===== src/rtl/bch3_pkg.sv =====
`timescale 1ns/1ps
package bch3_pkg;
  parameter int GF_M = 4;
  localparam int GF_N = (1 << GF_M) - 1;
  parameter logic [GF_M:0] GF_POLY = 5'b10011;

  typedef logic [GF_M-1:0] gf_t;
  typedef enum logic [1:0] {ST_IDLE, ST_LOAD, ST_SRCH, ST_FIN} st_e;

  // Shift-and-add product reduced by the field polynomial.
  function automatic gf_t gf_mul(input gf_t a, input gf_t b);
    gf_t acc;
    gf_t sh;
    acc = '0;
    sh  = a;
    for (int i = 0; i < GF_M; i++) begin
      if (b[i]) acc = acc ^ sh;
      if (sh[GF_M-1]) sh = (sh << 1) ^ GF_POLY[GF_M-1:0];
      else            sh = sh << 1;
    end
    return acc;
  endfunction

  // a^(2^M - 2) is the inverse; zero maps to zero.
  function automatic gf_t gf_inv(input gf_t a);
    gf_t r;
    r = gf_t'(1);
    for (int i = 0; i < GF_N - 1; i++) r = gf_mul(r, a);
    return r;
  endfunction

  function automatic gf_t gf_alpha_pow(input int k);
    gf_t r;
    r = gf_t'(1);
    for (int i = 0; i < k; i++) r = gf_mul(r, gf_t'(2));
    return r;
  endfunction
endpackage


===== src/rtl/bch3_locator.sv =====
`timescale 1ns/1ps
module bch3_locator
  import bch3_pkg::*;
(
  input  gf_t s1_i,
  input  gf_t s3_i,
  input  gf_t s5_i,
  output gf_t sig1_o,
  output gf_t sig2_o,
  output gf_t sig3_o
);
  gf_t s1_sq, s1_cu, denom, numer, sig2;

  always_comb begin
    s1_sq  = gf_mul(s1_i, s1_i);
    s1_cu  = gf_mul(s1_sq, s1_i);
    denom  = s1_cu ^ s3_i;
    numer  = gf_mul(s1_sq, s3_i) ^ s5_i;
    sig2   = (denom == '0) ? '0 : gf_mul(numer, gf_inv(denom));
    sig1_o = s1_i;
    sig2_o = sig2;
    sig3_o = denom ^ gf_mul(s1_i, sig2);
  end
endmodule


===== src/rtl/bch3_chien_term.sv =====
`timescale 1ns/1ps
module bch3_chien_term
  import bch3_pkg::*;
#(
  parameter int POWER = 1
) (
  input  logic clk,
  input  logic rst,
  input  logic load,
  input  logic step,
  input  gf_t  seed,
  output gf_t  term
);
  localparam gf_t STEP_K = gf_alpha_pow(POWER);

  always_ff @(posedge clk) begin
    if (rst)       term <= '0;
    else if (load) term <= seed;
    else if (step) term <= gf_mul(term, STEP_K);
  end
endmodule


===== src/rtl/bch3_corrector.sv =====
`timescale 1ns/1ps
module bch3_corrector
  import bch3_pkg::*;
#(
  parameter int M = GF_M,
  parameter int N = GF_N
) (
  input  logic         clk,
  input  logic         rst,
  input  logic         start,
  input  logic [M-1:0] syn1_i,
  input  logic [M-1:0] syn3_i,
  input  logic [M-1:0] syn5_i,
  input  logic [N-1:0] rx_word_i,
  output logic [N-1:0] corr_word_o,
  output logic [N-1:0] err_mask_o,
  output logic         done_o
);
  localparam int NT = 3;
  localparam int IDXW = $clog2(N + 1);
  localparam logic [IDXW-1:0] N_L = IDXW'(N);
  localparam logic [IDXW-1:0] LAST = IDXW'(N - 1);

  st_e            state;
  gf_t            s1_q, s3_q, s5_q;
  logic [N-1:0]   rx_q, mask_q;
  logic [IDXW-1:0] step_q, pos;
  gf_t            sig [1:NT];
  gf_t            term [1:NT];
  logic           load, step, is_root;

  bch3_locator u_loc (
    .s1_i(s1_q), .s3_i(s3_q), .s5_i(s5_q),
    .sig1_o(sig[1]), .sig2_o(sig[2]), .sig3_o(sig[3])
  );

  assign load = (state == ST_LOAD);
  assign step = (state == ST_SRCH);

  for (genvar g = 1; g <= NT; g++) begin : g_term
    bch3_chien_term #(.POWER(g)) u_term (
      .clk(clk), .rst(rst), .load(load), .step(step),
      .seed(sig[g]), .term(term[g])
    );
  end

  always_comb begin
    gf_t acc;
    acc = gf_t'(1);
    for (int i = 1; i <= NT; i++) acc = acc ^ term[i];
    is_root = (acc == '0);
    pos = (step_q == '0) ? '0 : (N_L - step_q);
  end

  always_ff @(posedge clk) begin
    if (rst) begin
      state       <= ST_IDLE;
      s1_q        <= '0;
      s3_q        <= '0;
      s5_q        <= '0;
      rx_q        <= '0;
      mask_q      <= '0;
      step_q      <= '0;
      corr_word_o <= '0;
      err_mask_o  <= '0;
      done_o      <= 1'b0;
    end else begin
      done_o <= 1'b0;
      unique case (state)
        ST_IDLE: if (start) begin
          s1_q   <= syn1_i;
          s3_q   <= syn3_i;
          s5_q   <= syn5_i;
          rx_q   <= rx_word_i;
          mask_q <= '0;
          state  <= ST_LOAD;
        end
        ST_LOAD: begin
          step_q <= '0;
          state  <= ST_SRCH;
        end
        ST_SRCH: begin
          if (is_root) mask_q[pos] <= 1'b1;
          if (step_q == LAST) state <= ST_FIN;
          else                step_q <= step_q + 1'b1;
        end
        ST_FIN: begin
          corr_word_o <= rx_q ^ mask_q;
          err_mask_o  <= mask_q;
          done_o      <= 1'b1;
          state       <= ST_IDLE;
        end
        default: state <= ST_IDLE;
      endcase
    end
  end
endmodule


===== config.mk =====
export PLATFORM = sky130hd
export DESIGN_NAME = bch3_corrector
export DESIGN_NICKNAME = d
export VERILOG_FILES = /design/src/rtl/bch3_pkg.sv /design/src/rtl/bch3_locator.sv /design/src/rtl/bch3_chien_term.sv /design/src/rtl/bch3_corrector.sv
export SDC_FILE = /design/constraint.sdc
export NUM_CORES = 1
export LEC_CHECK = 0
export CAP_MARGIN = 40
export CORE_MARGIN = 2
export CORE_UTILIZATION = 24
export CTS_CLUSTER_DIAMETER = 80
export DETAILED_ROUTE_END_ITERATION = 10
export GPL_TIMING_DRIVEN = 0
export PLACE_DENSITY = 0.52
export SLEW_MARGIN = 10
export SYNTH_ARGS = -nofsm -noshare
export SYNTH_HDL_FRONTEND = slang
export SYNTH_SLANG_ARGS = --single-unit
export TNS_END_PERCENT = 100

===== constraint.sdc =====
create_clock -name clk -period 16.15 [get_ports clk]
set_clock_uncertainty 0.1 [all_clocks]
set_input_delay 3.23 -clock clk [delete_from_list [all_inputs] [get_ports clk]]
set_output_delay 3.23 -clock clk [all_outputs]
set_load 0.05 [all_outputs]

Word-level counts from Yosys, hierarchy flattened
Index checks and enable logic that the tools add are counted.
{ "classes": {"n_addsub": 2, "n_mul": 0, "div": 0, "magnitude_cmp": 2, "eq_ne": 8, "n_shift": 0, "muxes": 158, "n_bitwise": 119, "n_reduce_logical": 11} }
{ "ops": {"columns": ["op", "count"], "rows": [
  ["two-way mux 4 bit", 91],
  ["bitwise XOR 4 bit", 59],
  ["two-way mux 2 bit", 57],
  ["inverter 2 bit", 54],
  ["two-way mux 15 bit", 2],
  ["one-hot mux 15 bit (2 select lines)", 1],
  ["bitwise OR 15 bit", 1],
  ["bitwise XOR 15 bit", 1],
  ["logical NOT 4 bit", 3],
  ["!= test 2 bit (second input constant)", 4],
  ["one-hot mux 2 bit (4 select lines)", 1],
  ["one-hot mux 4 bit (2 select lines)", 1],
  ["AND reduction 2 bit", 3],
  ["< comparator 4 x 5 -> 1 bit (second input constant)", 1],
  ["adder 4 x 1 -> 4 bit (second input constant)", 1],
  ["demux 1 bit (select 4 bit)", 1],
  ["== test 2 bit (second input constant)", 2],
  ["== test 4 bit (second input constant)", 1],
  ["greater-or-equal comparator 4 x 1 -> 1 bit (second input constant)", 1],
  ["nonzero test 2 bit", 2],
  ["subtractor 4 bit (first input constant)", 1],
  ["two-way mux 1 bit", 3],
  ["two-way mux 3 bit", 1],
  ["inverter 1 bit (first input constant)", 3],
  ["other kinds (5)", 5]
]} }
{ "totals": {"reg_bits": 91, "latchBits": 0, "ram_bits": 0, "mem_bits_ro": 0, "out_inout_bits": 31, "word_cells": 313, "memories": 0} }

Logic depth before layout (Yosys ltp)
{ "logic_depth": {"word_depth": 142, "mapped_depth": 68} }

By module
A second synthesis with hierarchy kept.
{ "hier_totals": {"cells_unflattened": 1385, "hier_area_um2": 10896.7} }
{ "modules_own_cells": {"columns": ["mod", "n_inst", "cells_each", "area_per_inst_um2", "seq_area_each_um2"], "rows": [
  ["bch3_locator", 1, 984, 7066.8, 0.0],
  ["bch3_corrector", 1, 341, 3184.3, 1581.5],
  ["bch3_chien_term (g_term[3].u_term)", 1, 21, 227.7, 80.1],
  ["bch3_chien_term (g_term[2].u_term)", 1, 20, 216.5, 80.1],
  ["bch3_chien_term (g_term[1].u_term)", 1, 19, 201.4, 80.1]
]} }

Worst setup path before layout
Ideal clock, no wire load.
{ "synth_timing": {"path_kind": "register to register", "startpoint": "register s1_q[3]", "endpoint": "register g_term[3].u_term.term[0]", "setup_time_ns": 0.128, "arrival_time_ns": 16.476, "setup_slack_ns": -0.554, "stages_incl_launch_ff": 62, "n_path_buf": 7, "path_cell_list": "dfxtp_1 ha_1 buf_2 xor2_1 a211oi_2 xnor3_1 xor2_2 inv_1 buf_2 buf_2 buf_1 clkbuf_1 buf_2 clkbuf_1 ha_1 xnor3_1 o41a_1 a32oi_2 (+26 left out) or2_1 a32oi_1 xnor2_2 xnor3_1 a222oi_1 xnor2_2 nor2_1 xor2_1 xnor2_1 nor3_1 a31o_1 xnor3_1 a211o_1 a21oi_1 xnor3_1 mux2_2 mux2i_1 nor2_1"} }
{ "synth_between": {"elab_chain_len": 127} }
{ "synth_lines": {"columns": ["element", "line", "rtl"], "rows": [
  ["start: declaration", "bch3_corrector.sv:25", "gf_t s1_q, s3_q, s5_q;"],
  ["start signal: assignment", "bch3_corrector.sv:71", "s1_q <= syn1_i;"],
  ["two-way mux 2 bit or two-way mux 4 bit (tied branches)", "bch3_pkg.sv:18, bch3_pkg.sv:17", null],
  ["bitwise XOR 4 bit", "bch3_pkg.sv:17", "if (b[i]) acc = acc ^ sh;"],
  ["two-way mux 4 bit", "bch3_pkg.sv:17", null],
  ["bitwise XOR 4 bit", "bch3_pkg.sv:17", null],
  ["two-way mux 4 bit", "bch3_pkg.sv:17", null],
  ["bitwise XOR 4 bit", "bch3_pkg.sv:17", null],
  ["two-way mux 4 bit", "bch3_pkg.sv:17", null],
  ["two-way mux 4 bit or two-way mux 2 bit (tied branches)", "bch3_pkg.sv:17, bch3_pkg.sv:18", null],
  ["(+111 left out)", null, null],
  ["bitwise XOR 4 bit", "bch3_pkg.sv:17", null],
  ["two-way mux 4 bit", "bch3_pkg.sv:17", null],
  ["bitwise XOR 4 bit", "bch3_pkg.sv:17", null],
  ["two-way mux 4 bit", "bch3_pkg.sv:17", null],
  ["bitwise XOR 4 bit", "bch3_pkg.sv:17", null],
  ["two-way mux 4 bit", "bch3_pkg.sv:17", null],
  ["bitwise XOR 4 bit *", "bch3_locator.sv:22", "sig3_o = denom ^ gf_mul(s1_i, sig2);"],
  ["two-way mux 4 bit *", "bch3_chien_term.sv:18", "else if (load) term <= seed;"],
  ["end signal: assignment", "bch3_chien_term.sv:19", "else if (step) term <= gf_mul(term, STEP_K);"],
  ["end: declaration", "bch3_chien_term.sv:12", "output gf_t term"]
]} }
Every way passes the cells marked *; elsewhere a longest branch is shown, timed or not.
A chain may end at the register's enable or synchronous reset.

Final worst setup path
{ "layout_timing": {"startpoint": "register s1_q[3]", "endpoint": "register g_term[3].u_term.term[2]"} }
Same word-level chain as after synthesis.

==> results.md <==
* Worst skew pair latency at between 0.3 and 0.4 ns
* Synthesis warning total at 0
* First-pass GRT wire length at roughly 56,000 µm
* Max Clock Freq at about 63 MHz
* Asr flop ratio synth at 0
* Crit path max fanout at 10
* Initial antenna violation count at 0
* Max stage delay cell, worst path: or4_4
* Outcome: finished, final reports clean
* Yosys reg bits at between 90 and 100
* RSZ-0062 raised after global routing: true
* Post-Layout Cell Count at 2,253
* Syn nets at 1,419
* Post-synth EDFFs at 0
* Area contributors post-synth: dfxtp_1 16%, xnor2_1 9.2%, xnor3_1 7.0%
* # Max-Cap Violations at 0
* Required time worst endpoint at 16.27 ns
* Final Cell Area at between 15,000 and 20,000 µm²
* Area leader, netlist: dfxtp_1
* Core area at between 40,000 and 50,000 µm²
* Crit start category: flip-flop
* Dpl cells at slightly above 2k
* # diodes at 0
* Standard-cell rows at 79
* Hold WC Path Type: reg -> reg
* Slew HR at 0.313
* Port bufs at 60
* Grt met2 use at 0.246
* Slowest stage delay, CP at roughly 0.5 ns
* Most used DFF post-synth: dfxtp_1
* Hold_buf cts at 0
* Detailed placement HPWL at roughly 25,000 µm
* Critical Path Most Common Cell: buf_6
* Sequential share of the synthesized area at 0.163
* Clk root buf: clkbuf_16
* Period utilisation layout at 0.986
* Area delta synth->final at 45.0%
* Routed via count at 11.2k
* Setup TNS after final layout at 0 ns
* Synth Cell Area at between 10,000 and 15,000 µm²
* Synth cell types at 107
* Most used routing layer: met2
* Layout cells sized above 1 at 0.322
* Number of DRC markers in iteration 0 at 636
* Final Max Slew Viols at 0
* DRT antenna net count at 0
* TritonCTS clock tree: yes
* Final GP Congestion at approximately 0.86
* Total Nets Final at roughly 1.7k
* Largest net degree at the start of global routing at 20
* Top cell type's share of synthesized area at 0.163
* Die X at around 220 µm
* Die area at slightly below 50,000 µm²
* DR WL/cell at ~16 µm
* Initial Util at 0.242
* Overflow after GRT at 0
* DRC at 0
* CP Class: reg -> reg
* Worst-path clk slew at about 0.07 ns
* Worst-margin pin slew at a little over 1 ns
* Fill cell count at 4,722
* Minimum clock period at ~16 ns
* Met3 Usage GRT at 0.0137
* Worst endpoint data arrival time at about 16 ns
* Placed Area at 12,600 µm²
* CTS H-tree lvls at 3
* DIE HEIGHT at roughly 220 µm
* Multi-input logic area at slightly above 10,000 µm²
* Final wirelength at 37,000 µm
* # setup viols final at 0
* Gate count of the mapped netlist at ~1.4k
* GR Util All Layers at 0.142
* Hold Fails Final Rpt at 0
* CP endpoint kind: flip-flop
* Num CTS Buffers at 9
* Syn avg cell area at 8.14 µm²
* Post-DR vias/cell at 4.98
* Register area at between 1500 and 2000 µm²
* IO Count at between 60 and 70
* TritonRoute pass-1 iters at 7
* Clock buffer depth at 2
* Vias in the first global route at about 11k
* Worst hold slack at 0.371 ns
* Met1 usage at 0.191
* # clock sinks at 91
metrics by stage:
step                 util  setup WS [ns]
global placement    0.272          -2.87
global route        0.351         -0.413
CTS                 0.311        0.00731
detailed placement  0.272          -2.95
floorplan               -         0.0215
finish              0.351          0.234
routing by layer:
layer,up-vias,part of all wire
met1,5426,0.45
met4,0,0.016
met3,44,0.043
met2,308,0.49
li1,5435,-
met5,-,0
layout by cell type (no fill, tap or decap), drive strengths merged, types with 7 or more instances in the layout:
cell / n
a211o: 9
a211oi: 38
a21oi: 105
a22oi: 7
a32oi: 7
and2: 19
and3: 8
buf: 247
clkbuf: 46
clkdlybuf4s50: 60
dfxtp: 91
ha: 14
inv: 23
mux2i: 57
nand2: 151
nand2b: 10
nand3: 40
nand4: 14
nor2: 172
nor2b: 7
nor3: 28
nor3b: 7
nor4: 10
o211a: 11
o211ai: 17
o21a: 9
o21ai: 45
o22ai: 10
or2: 7
or3: 11
xnor2: 144
xnor3: 39
xor2: 69
xor3: 11
worst paths after layout:
kind	cells after the start	startpoint	end	slack, ns
min reg2reg	2	rx_q[13]$_SDFFE_PP0P_	rx_q[13]$_SDFFE_PP0P_	0.37
min	2	rx_q[13]$_SDFFE_PP0P_	rx_q[13]$_SDFFE_PP0P_	0.37
max	72	s1_q[3]$_SDFFE_PP0P_	g_term[3].u_term.term[2]$_SDFFE_PP0P_	0.23
max reg2reg	72	s1_q[3]$_SDFFE_PP0P_	g_term[3].u_term.term[2]$_SDFFE_PP0P_	0.23
cell usage after synthesis (20+ instances only):
cell,number
nor2_1,163
nand2_1,149
xnor2_1,118
a21oi_1,99
dfxtp_1,91
xor2_1,62
mux2i_1,55
clkbuf_1,43
nand3_1,40
xnor3_1,35
o21ai_0,33
a211oi_1,32
nor3_1,26
buf_2,20
xnor2_2,20
sequential cells by signal (all words and copies together) (netlist names):
name                flops
s3_q                    4
state                   2
corr_word_o            15
mask_q                 15
s5_q                    4
s1_q                    4
g_term.u_term.term     12
err_mask_o             15
step_q                  4
done_o                  1
rx_q                   15
final cells by class:
class	instances	share of cell area
inverters	22	0.00586
plain buffers	87	0.0438
well taps	607	0.0468
flip-flops and latches	91	0.112
clock inverters	7	0.00493
multi-input cells	1173	0.637
repair buffers	257	0.136
clock buffers	9	0.0139
worst max-delay path, delay by kind of cell (launching register included):
family,cells,cell delay [ns]
buf+inv,19,2.68
simple gates,13,2.29
mux,2,0.36
fa+ha+maj,2,0.58
flops,1,0.34
xor+xnor,20,5.57
compound gates,16,3.81
repair_timing:
item,in CTS,in global routing
resized for setup,171,211
buffers inserted,87,110
gates cloned,0,1
setup endpoints to repair,8,8
pin swaps,77,112
cells by family (layout without fill, tap and decap cells):
logic type | after synthesis | in the layout | share of synthesized area
AND/OR/NAND/NOR | 501 | 501 | 0.211
AO/OA/AOI/OAI | 332 | 332 | 0.212
XOR/XNOR | 263 | 263 | 0.298
buffers and inverters | 111 | 382 | 0.0428
flip-flops | 91 | 91 | 0.163
multiplexers | 63 | 63 | 0.0577
adder cells (fa/ha/maj) | 14 | 14 | 0.0156
Power is not shown: default switching activity piles up to over one toggle a cycle in this logic, so the estimate is an artifact.
